File: src/rtl/esc_dec_pkg.sv
package esc_dec_pkg;
  localparam int BYTE_W = 8;

  // One decoded item handed from the unescaper to the frame tracker.
  typedef struct packed {
    logic              is_sep;
    logic [BYTE_W-1:0] data;
  } sym_t;
endpackage

File: src/rtl/esc_pair_match.sv
module esc_pair_match
  import esc_dec_pkg::*;
(
  input  logic              en,
  input  logic [BYTE_W-1:0] lead,
  input  logic [BYTE_W-1:0] code,
  input  logic [BYTE_W-1:0] cur_byte,
  input  logic [BYTE_W-1:0] held_lead,
  output logic              is_lead,
  output logic              is_code
);
  // The current byte may open this pair.
  assign is_lead = en && (cur_byte == lead);
  // The current byte completes this pair after the stored lead.
  assign is_code = en && (held_lead == lead) && (cur_byte == code);
endmodule

File: src/rtl/esc_unescaper.sv
module esc_unescaper
  import esc_dec_pkg::*;
#(
  parameter int NPAIR = 4
) (
  input  logic                    clk,
  input  logic                    rst_n,
  input  logic                    in_valid,
  input  logic [BYTE_W-1:0]       in_data,
  output logic                    in_ready,
  input  logic [BYTE_W-1:0]       sep_char,
  input  logic                    sep_en,
  input  logic [NPAIR*BYTE_W-1:0] pair_orig,
  input  logic [NPAIR*BYTE_W-1:0] pair_lead,
  input  logic [NPAIR*BYTE_W-1:0] pair_code,
  input  logic [NPAIR-1:0]        pair_en,
  output logic                    sym_valid,
  output sym_t                    sym,
  input  logic                    sym_ready,
  output logic                    esc_err
);
  logic              lead_pend;
  logic [BYTE_W-1:0] lead_byte;
  logic              stash_v;
  sym_t              stash;
  logic              err_q;

  logic [NPAIR-1:0]  lead_vec;
  logic [NPAIR-1:0]  code_vec;
  logic              lead_any;
  logic              code_hit;
  logic [BYTE_W-1:0] orig_sel;
  logic              is_sep;
  logic              take_lead;
  logic              make_err;
  logic              accept;

  for (genvar k = 0; k < NPAIR; k++) begin : g_pair
    esc_pair_match u_match (
      .en        (pair_en[k]),
      .lead      (pair_lead[k*BYTE_W +: BYTE_W]),
      .code      (pair_code[k*BYTE_W +: BYTE_W]),
      .cur_byte  (in_data),
      .held_lead (lead_byte),
      .is_lead   (lead_vec[k]),
      .is_code   (code_vec[k])
    );
  end

  // Lowest-numbered matching pair wins.
  always_comb begin
    code_hit = 1'b0;
    orig_sel = '0;
    for (int k = NPAIR - 1; k >= 0; k--) begin
      if (code_vec[k]) begin
        code_hit = 1'b1;
        orig_sel = pair_orig[k*BYTE_W +: BYTE_W];
      end
    end
  end

  assign lead_any = |lead_vec;
  assign is_sep   = sep_en && (in_data == sep_char);
  assign in_ready = !stash_v && sym_ready;
  assign accept   = in_valid && in_ready;

  always_comb begin
    sym_valid = 1'b0;
    sym       = '0;
    take_lead = 1'b0;
    make_err  = 1'b0;
    if (stash_v) begin
      sym_valid = 1'b1;
      sym       = stash;
    end else if (in_valid) begin
      if (lead_pend) begin
        sym_valid   = 1'b1;
        sym.is_sep  = 1'b0;
        if (code_hit) begin
          sym.data = orig_sel;
        end else begin
          sym.data = lead_byte;
          make_err = 1'b1;
        end
      end else if (is_sep) begin
        sym_valid  = 1'b1;
        sym.is_sep = 1'b1;
        sym.data   = in_data;
      end else if (lead_any) begin
        take_lead = 1'b1;
      end else begin
        sym_valid = 1'b1;
        sym.data  = in_data;
      end
    end
  end

  always_ff @(posedge clk or negedge rst_n) begin
    if (!rst_n) begin
      lead_pend <= 1'b0;
      lead_byte <= '0;
      stash_v   <= 1'b0;
      stash     <= '0;
      err_q     <= 1'b0;
    end else begin
      err_q <= accept && make_err;
      if (stash_v && sym_ready) stash_v <= 1'b0;
      if (accept) begin
        if (lead_pend) begin
          lead_pend <= 1'b0;
          if (make_err) begin
            stash_v      <= 1'b1;
            stash.is_sep <= is_sep;
            stash.data   <= in_data;
          end
        end else if (take_lead) begin
          lead_pend <= 1'b1;
          lead_byte <= in_data;
        end
      end
    end
  end

  assign esc_err = err_q;

  // after an error the stashed byte blocks input, so errors never repeat back to back
  p_err_single_r5: assert property (@(posedge clk) disable iff (!rst_n)
    esc_err |=> !esc_err);

  // while the stashed second byte is pending, a symbol is always offered
  p_stash_offered_r5: assert property (@(posedge clk) disable iff (!rst_n)
    $rose(esc_err) |-> sym_valid);
endmodule

File: src/rtl/esc_frame_tracker.sv
module esc_frame_tracker
  import esc_dec_pkg::*;
#(
  parameter int LEN_W = 13
) (
  input  logic              clk,
  input  logic              rst_n,
  input  logic              sym_valid,
  input  sym_t              sym,
  output logic              sym_ready,
  input  logic              idle_evt,
  input  logic              brk_evt,
  input  logic              idle_en,
  input  logic              brk_en,
  input  logic              len_en,
  input  logic [LEN_W-1:0]  hdr_len,
  input  logic [LEN_W-1:0]  done_thresh,
  output logic              out_valid,
  output logic [BYTE_W-1:0] out_data,
  output logic              out_last,
  input  logic              out_ready,
  output logic              sof,
  output logic              rx_done
);
  localparam int CNT_W = LEN_W + 1;

  logic              out_v;
  logic [BYTE_W-1:0] out_d;
  logic              out_l;
  logic              hold_v;
  logic [BYTE_W-1:0] hold_d;
  logic              hold_last;
  logic              opened;
  logic [CNT_W-1:0]  cnt;
  logic              sof_q;
  logic              done_q;

  logic              slot_free;
  logic              fire;
  logic              dfire;
  logic              sfire;
  logic              open_frame;
  logic              end_evt;
  logic              move;
  logic [CNT_W-1:0]  cnt_inc;
  logic [CNT_W-1:0]  done_at;
  logic              len_hit;
  logic              close_new;

  always_comb begin
    slot_free  = !out_v || out_ready;
    fire       = sym_valid && slot_free;
    dfire      = fire && !sym.is_sep;
    sfire      = fire && sym.is_sep;
    open_frame = hold_v && !hold_last;
    end_evt    = (idle_evt && idle_en) || (brk_evt && brk_en);
    move       = hold_v && slot_free && (hold_last || fire);
    cnt_inc    = (&cnt) ? cnt : cnt + CNT_W'(1);
    done_at    = {1'b0, done_thresh} + CNT_W'(1);
    len_hit    = len_en && (cnt_inc == {1'b0, hdr_len});
    close_new  = end_evt || len_hit;
  end

  assign sym_ready = slot_free;

  always_ff @(posedge clk or negedge rst_n) begin
    if (!rst_n) begin
      out_v     <= 1'b0;
      out_d     <= '0;
      out_l     <= 1'b0;
      hold_v    <= 1'b0;
      hold_d    <= '0;
      hold_last <= 1'b0;
      opened    <= 1'b0;
      cnt       <= '0;
      sof_q     <= 1'b0;
      done_q    <= 1'b0;
    end else begin
      sof_q  <= sfire && !open_frame && !opened;
      done_q <= dfire && (cnt_inc == done_at);

      if (out_v && out_ready) out_v <= 1'b0;
      if (move) begin
        out_v <= 1'b1;
        out_d <= hold_d;
        out_l <= hold_last || sfire;
      end

      if (dfire) begin
        hold_v    <= 1'b1;
        hold_d    <= sym.data;
        hold_last <= close_new;
        cnt       <= close_new ? '0 : cnt_inc;
        if (close_new) opened <= 1'b0;
      end else begin
        if (move) begin
          hold_v    <= 1'b0;
          hold_last <= 1'b0;
        end
        if (sfire) begin
          if (open_frame) begin
            cnt    <= '0;
            opened <= 1'b0;
          end else if (!opened) begin
            opened <= 1'b1;
          end
        end else if (end_evt && open_frame) begin
          hold_last <= 1'b1;
          cnt       <= '0;
          opened    <= 1'b0;
        end
      end
    end
  end

  assign out_valid = out_v;
  assign out_data  = out_d;
  assign out_last  = out_l;
  assign sof       = sof_q;
  assign rx_done   = done_q;

  // a stalled output byte stays put
  p_stall_hold_r13: assert property (@(posedge clk) disable iff (!rst_n)
    out_valid && !out_ready |=> out_valid && $stable(out_data) && $stable(out_last));

  // a held byte marked final reaches the output with the last flag
  p_flush_last_r8: assert property (@(posedge clk) disable iff (!rst_n)
    hold_v && hold_last && slot_free |=> out_valid && out_last);

  // extra delimiters after an opening one raise no second pulse
  p_sof_single_r7: assert property (@(posedge clk) disable iff (!rst_n)
    sof |=> !sof);

  // the completion pulse fires on one byte only
  p_done_single_r11: assert property (@(posedge clk) disable iff (!rst_n)
    rx_done |=> !rx_done);
endmodule

File: src/rtl/esc_frame_decoder.sv
module esc_frame_decoder
  import esc_dec_pkg::*;
#(
  parameter int NPAIR = 4,
  parameter int LEN_W = 13
) (
  input  logic                    clk,
  input  logic                    rst_n,
  input  logic                    in_valid,
  input  logic [BYTE_W-1:0]       in_data,
  output logic                    in_ready,
  input  logic                    line_idle,
  input  logic                    line_break,
  input  logic [LEN_W-1:0]        hdr_len,
  input  logic [BYTE_W-1:0]       cfg_sep_char,
  input  logic                    cfg_sep_en,
  input  logic [NPAIR*BYTE_W-1:0] cfg_pair_orig,
  input  logic [NPAIR*BYTE_W-1:0] cfg_pair_lead,
  input  logic [NPAIR*BYTE_W-1:0] cfg_pair_code,
  input  logic [NPAIR-1:0]        cfg_pair_en,
  input  logic                    cfg_idle_end_en,
  input  logic                    cfg_len_end_en,
  input  logic                    cfg_brk_end_en,
  input  logic [LEN_W-1:0]        cfg_done_thresh,
  output logic                    out_valid,
  output logic [BYTE_W-1:0]       out_data,
  output logic                    out_last,
  input  logic                    out_ready,
  output logic                    esc_err,
  output logic                    frame_start,
  output logic                    rx_done
);
  logic sym_valid;
  sym_t sym;
  logic sym_ready;

  esc_unescaper #(.NPAIR(NPAIR)) u_unesc (
    .clk       (clk),
    .rst_n     (rst_n),
    .in_valid  (in_valid),
    .in_data   (in_data),
    .in_ready  (in_ready),
    .sep_char  (cfg_sep_char),
    .sep_en    (cfg_sep_en),
    .pair_orig (cfg_pair_orig),
    .pair_lead (cfg_pair_lead),
    .pair_code (cfg_pair_code),
    .pair_en   (cfg_pair_en),
    .sym_valid (sym_valid),
    .sym       (sym),
    .sym_ready (sym_ready),
    .esc_err   (esc_err)
  );

  esc_frame_tracker #(.LEN_W(LEN_W)) u_track (
    .clk         (clk),
    .rst_n       (rst_n),
    .sym_valid   (sym_valid),
    .sym         (sym),
    .sym_ready   (sym_ready),
    .idle_evt    (line_idle),
    .brk_evt     (line_break),
    .idle_en     (cfg_idle_end_en),
    .brk_en      (cfg_brk_end_en),
    .len_en      (cfg_len_end_en),
    .hdr_len     (hdr_len),
    .done_thresh (cfg_done_thresh),
    .out_valid   (out_valid),
    .out_data    (out_data),
    .out_last    (out_last),
    .out_ready   (out_ready),
    .sof         (frame_start),
    .rx_done     (rx_done)
  );

  // input is refused while the output slot is stalled
  p_backpressure_r13: assert property (@(posedge clk) disable iff (!rst_n)
    out_valid && !out_ready |-> !in_ready);
endmodule

File: config.mk
export PLATFORM = sky130hd
export DESIGN_NAME = esc_frame_decoder
export DESIGN_NICKNAME = d
export VERILOG_FILES = /design/src/rtl/esc_dec_pkg.sv /design/src/rtl/esc_pair_match.sv /design/src/rtl/esc_unescaper.sv /design/src/rtl/esc_frame_tracker.sv /design/src/rtl/esc_frame_decoder.sv
export SDC_FILE = /design/constraint.sdc
export NUM_CORES = 1
export LEC_CHECK = 0
export ABC_CLOCK_PERIOD_IN_PS = 7250
export BUFFER_PORTS_ARGS = -buffer_cell sky130_fd_sc_hd__clkbuf_2
export CAP_MARGIN = 40
export CELL_PAD_IN_SITES_DETAIL_PLACEMENT = 2
export CELL_PAD_IN_SITES_GLOBAL_PLACEMENT = 2
export CORE_MARGIN = 3
export CORE_UTILIZATION = 33
export CTS_BUF_LIST = sky130_fd_sc_hd__clkbuf_16
export CTS_CLUSTER_SIZE = 10
export DETAILED_ROUTE_END_ITERATION = 7
export GPL_ROUTABILITY_DRIVEN = 0
export GPL_TIMING_DRIVEN = 0
export PLACE_DENSITY = 0.86
export SLEW_MARGIN = 40
export SYNTH_ARGS = -nofsm -noshare
export SYNTH_HDL_FRONTEND = slang
export SYNTH_HIERARCHICAL = 1
export SYNTH_SLANG_ARGS = --single-unit
File: constraint.sdc
create_clock -name clk -period 7.25 [get_ports clk]
set_input_delay 1.45 -clock clk [delete_from_list [all_inputs] [get_ports clk]]
set_output_delay 1.45 -clock clk [all_outputs]
set_load 0.02 [all_outputs]
==> impl.org <==
** STA
- The number of hold-slack violations in the final timing report came to 0.
- For the finished layout, the period the worst path requires is 4.965 ns.
- Number of max-slew violations in the final report :: 0
- The final critical path takes up between 60% and 70% of the cycle.
- Setup violations remaining at the end of the flow were counted as 0.
- Achievable frequency :: 201.4 MHz
- The worst pin sits at a relative slew slack of 48.73%.
- Unrepaired setup endpoints after global routing :: no
- Worst Max-Slew Pin Slew :: roughly 0.76 ns
- Final hold slack :: 0.5079 ns
- Final-layout setup total negative slack :: 0 ns
- Between clock sinks in the finished design, the worst skew comes to ~0.0057 ns.

** Floorplan
- Chip width :: 132.1 µm
- Core box area :: approximately 15000 µm²
- For this configuration, the core starts out at a cell density of around 34%.
- Total number of placement rows :: 45
- Full die area :: between 15000 and 20000 µm²
- 166 I/O pins were placed.
- The die is roughly 130 µm tall.

** Clock network
- In this run, post-CTS hold repair placed 0 buffers.
- The tree built by TritonCTS fans out to between 50 and 60 sinks.
- Gates resized during post-CTS repair numbered 0.
- Clock transition at path regs :: about 0.06 ns
- The tree is rooted in a sky130_fd_sc_hd__clkbuf_16.
- CTS tree :: yes
- TritonCTS Buffers :: 9
- Post-CTS setup buffers :: 0
- In this run the deepest clock path goes through 2 buffers.
- Clock latency on the worst-skew pair, taken at its later pin, is between 0.3 and 0.4 ns.
- The H-tree was split into 3 levels.

** Critical path
- Cell-by-cell listing of the critical path :: clkbuf_2, xor2_1, nor4_1, nand3_1, nor4_1, or4_1, a31o_1, buf_6, nand2_1, nand2_1, nor2_1, nand3_1, nor4_1, nand3_1, a2111oi_1
- Crit Path Category :: input pin to register
- STA puts the critical path data required time at 7.46 ns.
- Arrival time at the worst endpoint :: between 5 and 6 ns
- Counting both buffers and inverters, the worst setup path holds a total of 2.
- The worst setup path is launched from an input pin.
- Among cell families on the critical path, the largest total delay comes from simple AND/OR/NAND/NOR gates.
- STA classifies the critical path endpoint as a register.
- The slowest stage of the critical path is the sky130_fd_sc_hd__or4_1 cell.
- In this run the worst path has a maximum fanout of 12.
- For this run, the slowest stage of the critical path takes roughly 0.6 ns.

** Synthesis
- The average instance in the mapped netlist occupies between 8 and 9 µm².
- In this run, distinct cell masters in the synthesized netlist total between 60 and 70.
- Most used DFF post-synth :: sky130_fd_sc_hd__dfrtp_1
- Flip-flop and latch count after synthesis :: between 50 and 60
- The number of nets in the synthesized netlist is 750.
- For this run, asynchronously set or reset flops after synthesis account for 100.0%.
- In the synthesized netlist, the number of instances is between 500 and 600.
- Share of synthesized area occupied by flip-flops and latches :: between 20% and 30%
- Count of synthesis-stage warnings from yosys :: 6
- Summing every instance area after synthesis gives approximately 5200 µm².
- In this run, synthesis inferred 0 flip-flops with an integrated enable.

** Layout
- Post-route standard cell area excluding fillers :: 6678 µm²
- The library cell used most frequently in the layout, excluding fill and tap cells, is sky130_fd_sc_hd__clkbuf_2.
- Share of post-route cells with drive strength above 1 :: approximately a third
- For this run, the post-layout net count is 928.
- Number of filler cells placed in the layout :: 1755
- Relative to the synthesized area, the layout overhead comes to 27.31%.
- Commonest non-fill, non-tap cells in the layout :: sky130_fd_sc_hd__clkbuf_2 (164), sky130_fd_sc_hd__xnor2_1 (72), sky130_fd_sc_hd__xor2_1 (66)

** Global route
- The number of global-route vias before repair is roughly 6600.
- Summed over all layers, the global routing overflow is 0.
- GRT Overall Usage :: 27.47%
- Wire length of the first global-routing pass :: 37820 µm
- Antenna violations before repair :: 2
- Entering global routing, the biggest net connects 40 pins.

** Detailed routing
- First DRT Iteration DRCs :: approximately 440
- For this run, design rule violations remaining after detail routing come to 0.
- Remaining number of nets flagged by the antenna check after routing :: 0
- Wirelength, routed :: 25240 µm
- After detailed routing, the number of vias per cell comes to between 5 and 6.
- The detailed router placed roughly 5800 vias in this run.
- Drt wl/cell :: about 25 µm
- Total iterations of the first detailed-routing run :: 5

** Run status
- Result of the run :: finished, final reports clean

** Placed design
- The HPWL after detailed placement is about 18000 µm.
- Area post-placement :: approximately 6400 µm²
- Port Buffers :: ~170

** Power and ir drop
- IR Drop Worst-Case VDD :: 0.0001414 V
- Summed over all cells, the static leakage comes to 2.938 nW.
- Power per Cell Area :: roughly 210 nW/µm²

** Run
- Number of violations of the max-capacitance limit :: 0

** Hold path
- Path class of the lowest-slack min-delay path :: register to register
cell families after synthesis:
logic type	synth area share (%)
and+or+nand+nor	21.61
xor gates and xnor gates	23.04
adders and majority gates	0.4770
buffers and inverters	4.079
muxes	6.584
AOI/OAI and AO/OA	17.01
DFF	27.19
sequential cells by signal, summed over array words and instances (netlist names), 8 cells and up:
register / flops
u_track/hold_d: 8
u_track/out_data: 8
u_track/cnt: 14
u_unesc/stash: 9
u_unesc/lead_byte: 8
tightest hold or removal path: cells and delay by family, from the launching register on:
family	cells	cell delay, ns
and+or+nand+nor	2	0.13
DFF	1	0.35
cells in the mapped netlist (2+ instances only):
cell / number / area share (%)
sky130_fd_sc_hd__and2_1: 4 / 0.48
sky130_fd_sc_hd__buf_4: 2 / 0.29
sky130_fd_sc_hd__a31oi_1: 11 / 1.3
sky130_fd_sc_hd__buf_6: 4 / 0.86
sky130_fd_sc_hd__dfrtp_1: 57 / 27
sky130_fd_sc_hd__mux2i_1: 5 / 0.95
sky130_fd_sc_hd__buf_2: 12 / 1.1
sky130_fd_sc_hd__a221oi_1: 9 / 1.5
sky130_fd_sc_hd__nand2_1: 62 / 4.4
sky130_fd_sc_hd__nor4_2: 6 / 1.4
sky130_fd_sc_hd__inv_1: 12 / 0.86
sky130_fd_sc_hd__nand4_1: 21 / 2.5
sky130_fd_sc_hd__a31o_2: 3 / 0.50
sky130_fd_sc_hd__xor2_1: 66 / 11
sky130_fd_sc_hd__nor2_1: 24 / 1.7
sky130_fd_sc_hd__or2_2: 2 / 0.24
sky130_fd_sc_hd__nor2b_1: 10 / 1.2
sky130_fd_sc_hd__nor3_1: 7 / 0.67
sky130_fd_sc_hd__o21ai_0: 29 / 2.8
sky130_fd_sc_hd__a22o_1: 4 / 0.67
sky130_fd_sc_hd__nand3_1: 22 / 2.1
sky130_fd_sc_hd__and3_1: 3 / 0.36
sky130_fd_sc_hd__o22ai_1: 10 / 1.2
sky130_fd_sc_hd__o41ai_1: 2 / 0.33
sky130_fd_sc_hd__xnor2_1: 72 / 12
sky130_fd_sc_hd__and4_1: 4 / 0.67
sky130_fd_sc_hd__o211ai_1: 3 / 0.43
sky130_fd_sc_hd__mux2_2: 25 / 5.4
sky130_fd_sc_hd__nor4_1: 17 / 2.0
sky130_fd_sc_hd__or4_1: 2 / 0.29
sky130_fd_sc_hd__ha_1: 2 / 0.48
sky130_fd_sc_hd__o2111a_1: 2 / 0.43
sky130_fd_sc_hd__a311oi_1: 2 / 0.33
sky130_fd_sc_hd__or3_1: 2 / 0.24
sky130_fd_sc_hd__a21oi_1: 21 / 2.0
sky130_fd_sc_hd__nand4_2: 4 / 0.95
sky130_fd_sc_hd__clkbuf_1: 11 / 0.79
sky130_fd_sc_hd__nor4_4: 2 / 0.81
sky130_fd_sc_hd__o31ai_2: 8 / 1.9
sky130_fd_sc_hd__nand2b_1: 5 / 0.60
area by class of cell:
class / instances / area, µm² / share of cell area (%)
diodes: 2 / 5.005 / 0.07495
inverters: 13 / 48.80 / 0.7307
multi-input cells: 496 / 3612 / 54.09
well taps: 211 / 264.0 / 3.954
clock buffers: 9 / 225.2 / 3.373
clock inverters: 7 / 77.57 / 1.162
flip-flops and latches: 57 / 1426 / 21.36
repair buffers: 167 / 853.3 / 12.78
plain buffers: 30 / 165.2 / 2.473
worst paths after layout:
kind,slack [ns],end,cells after the start,start
setup / recovery,2.29,u_track/rx_done,15,in_data[5]
hold / removal,0.51,u_unesc/stash[1],2,u_unesc/stash[1]
setup reg to reg,3.34,u_track/hold_d[2],12,u_unesc/lead_byte[4]
hold reg to reg,0.51,u_unesc/stash[1],2,u_unesc/stash[1]
max in group asynchronous,5.67,u_track/cnt[0],2,rst_n
min in group asynchronous,1.04,u_track/cnt[12],1,rst_n
power by group:
| group | leakage (nW) | switching, W | internal, W |
|---|---|---|---|
| logic | 2.03 | 0.000277 | 0.000197 |
| clock network | 0.146 | 0.000178 | 0.000269 |
| registers | 0.757 | 0.0000770 | 0.000386 |
routing by layer:
layer | GRT usage (%) | up-vias | wire length, µm
met5 | 0 | - | 0
met4 | 12.19 | 0 | 1027
met3 | 5.344 | 80 | 1264
met2 | 50.20 | 244 | 13420
met1 | 30.87 | 2913 | 9525
li1 | - | 2529 | -
metrics by stage:
stage               power [W]  cells  worst slack [ns]  utilization (%)
floorplan           0.0007091    596             3.368                -
global placement    0.0008664    972             2.399            41.21
detailed placement  0.0009065    973             2.182            41.41
CTS                  0.001372    989             2.395            43.38
global route         0.001449    992             2.112            43.44
finish               0.001384    992             2.285            43.44
No activity file was read; power rests on OpenSTA's default activity.
